[src/rtl/opl_pkg.sv]
package opl_pkg;
    localparam int OP_W = 3;
    localparam int SR_W = 2 * OP_W;

    typedef logic [OP_W-1:0] operand_t;
    typedef logic [SR_W-1:0] shreg_t;

    typedef struct packed {
        operand_t a;
        operand_t b;
    } operand_pair_t;

    // oldest bits form A, newest bits form B
    function automatic operand_pair_t split_shreg(input shreg_t r);
        operand_pair_t p;
        p.a = r[SR_W-1:OP_W];
        p.b = r[OP_W-1:0];
        return p;
    endfunction
endpackage

[src/rtl/opl_sync2.sv]
module opl_sync2 #(
    parameter int W = 1
) (
    input  logic         clk,
    input  logic         rst,
    input  logic [W-1:0] d,
    output logic [W-1:0] q
);
    logic [W-1:0] meta;

    always_ff @(posedge clk) begin
        if (rst) begin
            meta <= '0;
            q    <= '0;
        end else begin
            meta <= d;
            q    <= meta;
        end
    end
endmodule

[src/rtl/opl_debounce.sv]
module opl_debounce #(
    parameter int DELAY = 16,
    parameter int CNT_W = $clog2(DELAY + 1)
) (
    input  logic             clk,
    input  logic             rst,
    input  logic             raw,
    output logic             clean,
    output logic [CNT_W-1:0] cnt
);
    localparam logic [CNT_W-1:0] LIMIT = CNT_W'(DELAY - 1);

    always_ff @(posedge clk) begin
        if (rst) begin
            clean <= 1'b0;
            cnt   <= '0;
        end else if (raw == clean) begin
            cnt <= '0;
        end else if (cnt == LIMIT) begin
            clean <= raw;
            cnt   <= '0;
        end else begin
            cnt <= cnt + 1'b1;
        end
    end
endmodule

[src/rtl/opl_shifter.sv]
module opl_shifter
    import opl_pkg::*;
(
    input  logic   clk,
    input  logic   rst,
    input  logic   clean,
    input  logic   si_s,
    output logic   shift_en,
    output shreg_t sr
);
    logic clean_d;

    assign shift_en = clean & ~clean_d;

    always_ff @(posedge clk) begin
        if (rst) begin
            clean_d <= 1'b0;
            sr      <= '0;
        end else begin
            clean_d <= clean;
            if (shift_en)
                sr <= {sr[SR_W-2:0], si_s};
        end
    end
endmodule

[src/rtl/opl_commit.sv]
module opl_commit
    import opl_pkg::*;
(
    input  logic          clk,
    input  logic          rst,
    input  logic          go_s,
    input  shreg_t        sr,
    output operand_pair_t pair,
    output logic          valid
);
    logic go_d;
    logic go_rise;

    assign go_rise = go_s & ~go_d;

    always_ff @(posedge clk) begin
        if (rst) begin
            go_d  <= 1'b0;
            pair  <= '0;
            valid <= 1'b0;
        end else begin
            go_d  <= go_s;
            valid <= go_rise;
            if (go_rise)
                pair <= split_shreg(sr);
        end
    end
endmodule

[src/rtl/serial_operand_loader.sv]
module serial_operand_loader
    import opl_pkg::*;
#(
    parameter int DELAY = 16,
    localparam int CNT_W = $clog2(DELAY + 1)
) (
    input  logic        clk,
    input  logic        rst,
    input  logic        si,
    input  logic        btn,
    input  logic        go,
    output logic [2:0]  op_a,
    output logic [2:0]  op_b,
    output logic        valid
);
    logic [2:0]       raw_in;
    logic [2:0]       sync_out;
    logic             si_s;
    logic             btn_s;
    logic             go_s;
    logic             btn_clean;
    logic [CNT_W-1:0] db_cnt;
    logic             shift_en;
    shreg_t           sr;
    operand_pair_t    pair;

    assign raw_in = {go, btn, si};

    opl_sync2 #(.W(3)) u_sync (
        .clk (clk),
        .rst (rst),
        .d   (raw_in),
        .q   (sync_out)
    );

    assign si_s  = sync_out[0];
    assign btn_s = sync_out[1];
    assign go_s  = sync_out[2];

    opl_debounce #(.DELAY(DELAY), .CNT_W(CNT_W)) u_db (
        .clk   (clk),
        .rst   (rst),
        .raw   (btn_s),
        .clean (btn_clean),
        .cnt   (db_cnt)
    );

    opl_shifter u_shift (
        .clk      (clk),
        .rst      (rst),
        .clean    (btn_clean),
        .si_s     (si_s),
        .shift_en (shift_en),
        .sr       (sr)
    );

    opl_commit u_commit (
        .clk   (clk),
        .rst   (rst),
        .go_s  (go_s),
        .sr    (sr),
        .pair  (pair),
        .valid (valid)
    );

    assign op_a = pair.a;
    assign op_b = pair.b;
endmodule

[config.mk]
export PLATFORM = sky130hd
export DESIGN_NAME = serial_operand_loader
export DESIGN_NICKNAME = d
export VERILOG_FILES = /design/src/rtl/opl_pkg.sv /design/src/rtl/opl_sync2.sv /design/src/rtl/opl_debounce.sv /design/src/rtl/opl_shifter.sv /design/src/rtl/opl_commit.sv /design/src/rtl/serial_operand_loader.sv
export SDC_FILE = /design/constraint.sdc
export NUM_CORES = 1
export LEC_CHECK = 0
export BUFFER_PORTS_ARGS = -buffer_cell sky130_fd_sc_hd__buf_4
export CORE_AREA = 4 4 53 55
export DETAILED_ROUTE_END_ITERATION = 8
export DIE_AREA = 0 0 57 59
export SKIP_CTS_REPAIR_TIMING = 1
export SYNTH_ARGS = -nofsm -noshare
export SYNTH_HDL_FRONTEND = slang
export SYNTH_SLANG_ARGS = --single-unit
[constraint.sdc]
create_clock -name clk -period 1.69 [get_ports clk]
set_input_delay 0.169 -clock clk [delete_from_list [all_inputs] [get_ports clk]]
set_output_delay 0.169 -clock clk [all_outputs]
set_load 0.1 [all_outputs]
## After elaboration in Yosys (flattened, before gate mapping)

Index checks and enable logic that the tools add are counted.
W data, S select, Z words.

| word-level totals | value |
|---|---|
| register bits after elaboration | 27 |
| bits of input ports | 5 |
| word-level logic and storage cells | 20 |
| output and inout bits | 7 |

| cells by class | value |
|---|---|
| reductions and logical operators | 2 |
| bitwise operators | 5 |
| eq/ne operators | 2 |
| $add $sub $neg | 1 |

Operator list:

| cell | number |
|---|---|
| $add A5 B1 Y5 const B | 1 |
| $eq A5 B4 Y1 const B | 1 |
| $not A1 Y1 | 3 |
| $reduce_or A3 Y1 | 1 |
| $and A1 B1 Y1 | 2 |
| $reduce_and A2 Y1 | 1 |
| $eq A1 B1 Y1 | 1 |

## Depth between registers and ports, before layout

Gate-level depths: netlist of the first run.

| logic depth | value |
|---|---|
| depth in word-level cells | 3 |
| gate-level depth with buffers | 5 |
| gate-level depth less buffers | 5 |

## Modules after synthesis

A second synthesis of the first run with hierarchy kept.

| second synthesis, totals | value |
|---|---|
| cell total of the unflattened synthesis | 88 |
| area, all modules | 999.7 µm² |

Modules (own cells, without submodules):

| module | cells an instance | sequential area each (µm²) | times used | area each (µm²) |
|---|---|---|---|---|
| opl_commit | 30 | 160.2 | 1 | 337.8 |
| opl_shifter | 23 | 140.1 | 1 | 270.3 |
| opl_debounce | 23 | 120.1 | 1 | 234.0 |
| opl_sync2 | 12 | 120.1 | 1 | 157.7 |

## Least setup slack after synthesis of the first run

OpenSTA, ideal clock, no wires.

| timing path | value |
|---|---|
| path kind | reg2reg |
| start point | register u_db.cnt[0] |
| end point | register u_db.cnt[2] |
| required time | 1.626 ns |
| arrival time | 1.336 ns |
| setup time | 0.064 ns |
| path slack | 0.290 ns |
| clock period less this slack | 1.400 ns |
| cell stages (with the launch flop) | 6 |
| buffers on the path | 0 |
| cells stage by stage | dfxtp_1 -> ha_1 -> and3_1 -> ha_1 -> or3_4 -> nor2_1 |

| between the ends | value |
|---|---|
| cells in the longest elaborated chain, start to end | 2 |
| elaborated cells on any way between the ends | 3 |
| those cells by class | 1 x add/sub; 1 x eq/ne; 1 x reduce/logical |

Ends and longest elaborated chain:

| what | line | text |
|---|---|---|
| start: declaration | opl_debounce.sv:9 | `output logic [CNT_W-1:0] cnt` |
| start signal: assignment | opl_debounce.sv:23 | `cnt <= cnt + 1'b1;` |
| parallel branches: the longest is 2 deep, another holds $add A5 B1 Y5 | - |  |

Parallel ways; which one is timed is not known.
A chain may end at the register's enable or synchronous reset.

## Worst setup path in the final report of the first run

| timing path | value |
|---|---|
| start point | register u_db.cnt[0] |
| end point | register u_db.cnt[1] |

Same word-level chain as after synthesis.

==> reports/results.tsv, run 1 <==
stage	metric	value	unit
routing	WL/cell	9.395	µm
status	status	completed	
worst_setup_path	CP cell instances	ha_1, and3_1, ha_1, or3_4, nor2_1	
final_layout	fin cells	124	
grt	initial antenna violation count	0	
routing	Pre-Repair DR Iteration Count	3	
synthesis	Syn Inst Count	83	
grt	first-pass GRT wire length	2111	µm
grt	vias in the first global route	484	
timing	RSZ-0062 raised after global routing	no	
worst_setup_path	startpoint types	flip-flop	
die	Initial Utilization	37.95	%
final_layout	most frequent cells in the layout	dfxtp_1, nor2_1, mux2i_1	
timing	Post-Route Skew	0.007550	ns
power_and_ir_drop	Reg power frac	68.5	%
cts	H-Tree Depth	1	
worst_setup_path	WP data arrival	1.74	ns
grt	met1 usage	10.01	%
die	IO Count	12	
synthesis	Avg Synthesized Cell Area	10.91	µm²
routing	number of DRC markers in iteration 0	8	
grt	largest net degree at the start of global routing	23	
routing	Total Routed Length	1165	µm
worst_setup_path	crit-path most repeated cell	ha_1	
final_layout	Inserted Diodes	0	
die	Chip Height	59	µm
placed_design	HPWL Detailed	820.3	µm
worst_setup_path	CP Max Fanout	5	
die	width of the chip	57	µm
cts	TritonCTS sink count	27	
power_and_ir_drop	Worst VDD drop	0.0004083	V
timing	post-route clock period utilization	87.95	%
synthesis	Yosys cell types	14	
grt	GR Layer Usage met3	3.050	%
cts	Num CTS Buffers	3	
power_and_ir_drop	Pint	0.7486	mW
routing	vias post-DR	535	
final_layout	Multi-input gate area	340.3	µm²
cts	CTS Buffer Depth	2	
timing	Fin Hold WS	0.05077	ns
cts	CTS tree	built	
final_layout	synthesis-to-finish area growth	14.36	%
placed_design	cell count after placement	120	
worst_setup_path	crit path capture type	flip-flop	
grt	GRT Util Overall	8.410	%
timing	Slew HR	74.00	%
final_layout	Filler cells	257	
power_and_ir_drop	clock power share	28.0	%
placed_design	number of port buffers	11	
flow_run	Max-cap violations	0	
die	site row count	18	
power_and_ir_drop	Gate power share	3.5	%
synthesis	yosys warns	0	
final_layout	layout cells sized above 1	17.02	%
routing	DR DRC count	0	
final_layout	FF+latch area	540.5	µm²
timing	final setup fails	0	
worst_setup_path	CP required	1.95	ns
routing	Vias/cell	4.315	
grt	total gr overflow	0	
final_layout	fin nets	102	
power_and_ir_drop	Leak	0.4926	nW
cts	Reg clk slew, reported paths	0.14	ns
worst_setup_path	CP max-delay cell	or3_4	
synthesis	Seq cells post-synth	27	
timing	Final min period	1.486	ns
synthesis	area of the mapped netlist	905.9	µm²
timing	TNS Setup	0	ns
placed_design	GPL Wtd Cong	0.6408	
min_path	Hold Crit Class	in2reg	
grt	Top Usage Layer GRT	met2	
power_and_ir_drop	PwrDens	912.9	mW/mm²
synthesis	syn_nets	90	
routing	Final ANT Viol Nets	0	
cts	Clock Root Buffer	clkbuf_4	
cts	Worst-Skew Late Latency	0.32	ns
worst_setup_path	CP max stage delay	0.42	ns
die	die area	0.003363	mm²
timing	Slew Viols, Final	0	
worst_setup_path	crit path kind	reg2reg	
die	Core Region	0.002387	mm²
timing	maximum clock rate	672.8	MHz
grt	GR Util met2	12.07	%
power_and_ir_drop	P_sw	0.1971	mW
synthesis	sequential area share after synthesis	59.67	%
timing	Slew @ Worst Pin	0.3899	ns
power_and_ir_drop	sw frac	20.85	%
final_layout	commonest non-fill, non-tap cell in the layout	dfxtp_1	
timing	endpoints failing hold	0	
per-stage QoR:
stage	cell area, µm²	worst slack [ns]	utilization (%)	power [mW]
2_1_floorplan	905.9	0.2896	-	0.6851
3_3_place_gp	1008	0.2561	42.24	0.6961
3_5_place_dp	1008	0.2205	42.24	0.6965
4_1_cts	1036	0.1905	43.40	0.9685
5_1_grt	1036	0.1360	43.40	0.9927
6_report	1036	0.2037	43.40	0.9457
critical path: cells and delay by family, from the launching register on:
kind	cells	cell delay [ns]
AND/OR/NAND/NOR	3	0.67
adder cells (fa/ha/maj)	2	0.42
flip-flops	1	0.35
power groups by stage:
stage                     Sequential [mW]  Combinational (mW)  Clock (mW)
after floorplan                     0.666              0.0191           0
after global placement              0.662              0.0343           0
after detailed placement            0.662              0.0346           0
after CTS                           0.648              0.0346       0.286
after global routing                0.649              0.0376       0.306
final                               0.648              0.0336       0.265
cells in the mapped netlist, drive strengths merged:
cell | number | share of area (%)
and3 | 1 | 0.69
buf | 2 | 1.1
clkbuf | 2 | 0.83
dfxtp | 27 | 60
ha | 2 | 2.8
inv | 2 | 0.83
mux2i | 13 | 14
nand2b | 2 | 1.4
nand3 | 1 | 0.55
nor2 | 18 | 7.5
nor2b | 9 | 6.2
or3 | 1 | 1.2
xnor2 | 2 | 1.9
xor2 | 1 | 0.97
final timing paths:
path	to	from	cells after the start	slack, ns
setup / recovery	u_db.cnt[1]	u_db.cnt[0]	5	0.20
hold / removal	u_sync.meta[0]	si	2	0.05
setup reg to reg	u_db.cnt[1]	u_db.cnt[0]	5	0.20
hold reg to reg	u_commit.valid	u_commit.go_d	1	0.43
area by class of cell:
cell class	count	area share (%)
sequential	27	52.17
tap	30	3.623
timing repair buffer	11	7.971
inverter	2	0.7246
multi-input combinational	50	32.85
clock buffer	3	2.174
clock inverter	1	0.4831
kinds of logic after synthesis:
family                     share of synthesized area (%)
DFF                                                59.67
muxes                                              14.36
adders and majority gates                          2.762
xor gates and xnor gates                           2.901
buffers and inverters                              2.763
and+or+nand+nor                                    17.54
state kept, by name, summed over array words and instances (netlist names):
| name | cells |
|---|---|
| u_sync.q | 3 |
| u_db.clean | 1 |
| u_sync.meta | 3 |
| u_shift.clean_d | 1 |
| u_commit.valid | 1 |
| u_db.cnt | 5 |
| u_commit.go_d | 1 |
| u_commit.pair | 6 |
| u_shift.sr | 6 |
layer usage:
| metal | vias to the layer above | wire length (µm) |
|---|---|---|
| li1 | 285 | - |
| met3 | 2 | 69 |
| met2 | 10 | 525 |
| met5 | - | 0 |
| met4 | 0 | 15 |
| met1 | 238 | 554 |
(Power assumes the default switching activity.)
==> inputs of run 2 (changes only) <==
clock period = 1.26 ns   (was 1.69 ns; I/O delays follow)
==> reports/results.tsv, run 2 (synthesized netlist as in run 1, its figures left out) <==
stage	metric	value	unit
power_and_ir_drop	Pint	1.015	mW
routing	DR DRC count	0	
cts	Worst-Skew Late Latency	0.32	ns
cts	CTS tree	built	
cts	Reg clk slew, reported paths	0.15	ns
grt	initial antenna violation count	0	
placed_design	HPWL Detailed	901.1	µm
power_and_ir_drop	sw frac	21.91	%
placed_design	number of port buffers	11	
worst_setup_path	startpoint types	flip-flop	
timing	endpoints failing hold	0	
routing	WL/cell	10.03	µm
grt	met1 usage	10.55	%
min_path	Worst Hold End	u_sync.q[0]	
placed_design	cell count after placement	123	
cts	CTS Buffer Depth	2	
grt	GRT Util Overall	8.915	%
worst_setup_path	Critical R2R Capture	u_db.cnt[2]	
worst_setup_path	crit path kind	reg2reg	
die	Initial Utilization	37.95	%
timing	Slew @ Worst Pin	0.3944	ns
min_path	HP Start	rst	
worst_setup_path	R2R Setup Slk	-0.07	ns
grt	first-pass GRT wire length	2277	µm
final_layout	commonest non-fill, non-tap cell in the layout	dfxtp_1	
final_layout	largest registers	u_commit.pair: 6 flops, u_shift.sr: 6 flops, u_db.cnt: 5 flops	
worst_setup_path	Worst R2R Start	u_db.cnt[1]	
power_and_ir_drop	Total Power	1.299	mW
timing	Slew Viols, Final	0	
die	site row count	18	
routing	number of DRC markers in iteration 0	1	
power_and_ir_drop	clock power share	28.8	%
min_path	Hold Crit Class	in2reg	
final_layout	fin cells	130	
cts	H-Tree Depth	1	
routing	Total Routed Length	1304	µm
timing	Post-Route Skew	0.006552	ns
grt	Top Usage Layer GRT	met2	
die	die area	0.003363	mm²
power_and_ir_drop	Leak	0.5132	nW
power_and_ir_drop	Reg power frac	66.9	%
die	width of the chip	57	µm
worst_setup_path	CP Max Fanout	5	
timing	RSZ-0062 raised after global routing	yes	
min_path	Hold Path Stages	2	
timing	final setup fails	5	
timing	Fin Hold WS	0.1267	ns
cts	TritonCTS sink count	27	
timing	Final min period	1.334	ns
placed_design	GPL Wtd Cong	0.6789	
timing	Final WS setup	-0.07414	ns
routing	Vias/cell	4.454	
grt	total gr overflow	0	
worst_setup_path	crit path capture type	flip-flop	
timing	Slew HR	73.70	%
die	Chip Height	59	µm
final_layout	most frequent cells in the layout	dfxtp_1, nor2_1, buf_4	
status	status	finished, violations left	
die	IO Count	12	
final_layout	layout cells sized above 1	28.00	%
final_layout	Final Util	47.48	%
final_layout	fin nets	108	
die	Core Region	0.002387	mm²
grt	GR Layer Usage met3	2.614	%
worst_setup_path	WP data arrival	1.60	ns
routing	Pre-Repair DR Iteration Count	2	
power_and_ir_drop	PwrDens	1146	mW/mm²
routing	Final ANT Viol Nets	0	
placed_design	DP Area	0.001064	mm²
timing	post-route clock period utilization	105.9	%
cts	Clock Root Buffer	clkbuf_4	
placed_design	worst slack at placement	-0.08461	ns
grt	GR Util met2	14.03	%
cts	Num CTS Buffers	3	
power_and_ir_drop	P_sw	0.2846	mW
power_and_ir_drop	Gate power share	4.3	%
final_layout	Filler cells	239	
flow_run	Max-cap violations	0	
final_layout	synthesis-to-finish area growth	25.14	%
worst_setup_path	Worst Reg-to-Reg Cells	5	
final_layout	Final Instance Area	0.001134	mm²
grt	vias in the first global route	537	
timing	maximum clock rate	749.5	MHz
timing	TNS Setup	-0.2924	ns
final_layout	Inserted Diodes	0	
power_and_ir_drop	Worst VDD drop	0.0007816	V
worst_setup_path	CP required	1.53	ns
routing	vias post-DR	579	
status	failing checks	negative setup slack	
grt	largest net degree at the start of global routing	23	
## run 2: cell count changes in the layout (fill, tap and decap cells not counted)
cell and delta:
ha_4 +2, nor2_1 -4, dfxtp_2 +2, dfxtp_1 -2, dlygate4sd3_1 +3, clkinvlp_4 +1, and3_1 -1, clkinv_2 -1
and3_4 +1, ha_1 -2, nor2_2 +4, buf_4 +3
## run 2: power by group through the flow
stage                     sequential (mW)  clock [mW]  combinational (mW)
after detailed placement            0.888           0              0.0485
after floorplan                     0.894           0              0.0259
after CTS                           0.870       0.394              0.0486
after global routing                0.872       0.424              0.0620
after global placement              0.888           0              0.0476
final                               0.869       0.374              0.0557
## run 2: layout make-up
cell class / count / area [µm²] / area share (%)
tap: 30 / 37.54 / 3.311
clock buffer: 3 / 22.52 / 1.987
inverter: 2 / 7.507 / 0.6623
timing repair buffer: 17 / 135.1 / 11.92
sequential: 27 / 543.0 / 47.90
multi-input combinational: 50 / 380.4 / 33.55
clock inverter: 1 / 7.507 / 0.6623
## run 2: how the worst max path moves through the flow
stage	cells past startpoint	end	startpoint	slack, ns
2_1_floorplan	5	u_db.cnt[0]	u_db.cnt[0]	-0.04
3_3_place_gp	5	u_db.cnt[0]	u_db.cnt[1]	-0.05
3_5_place_dp	5	u_db.cnt[0]	u_db.cnt[1]	-0.08
4_1_cts	5	u_db.cnt[0]	u_db.cnt[1]	-0.12
5_1_grt	5	u_db.cnt[3]	u_db.cnt[1]	-0.11
6_report	5	u_db.cnt[2]	u_db.cnt[1]	-0.07
## run 2: worst max-delay path: stages (launching register included)
cell and delay (ns):
dfxtp_2 0.36, ha_4 0.15, and3_4 0.15, ha_4 0.15
or3_4 0.37, nor2_1 0.11
## run 2: routing by layer
layer / wire, µm / share of wire (%)
met4: 36 / 2.8
met1: 651 / 50
met2: 560 / 43
met3: 55 / 4.2
met5: 0 / 0
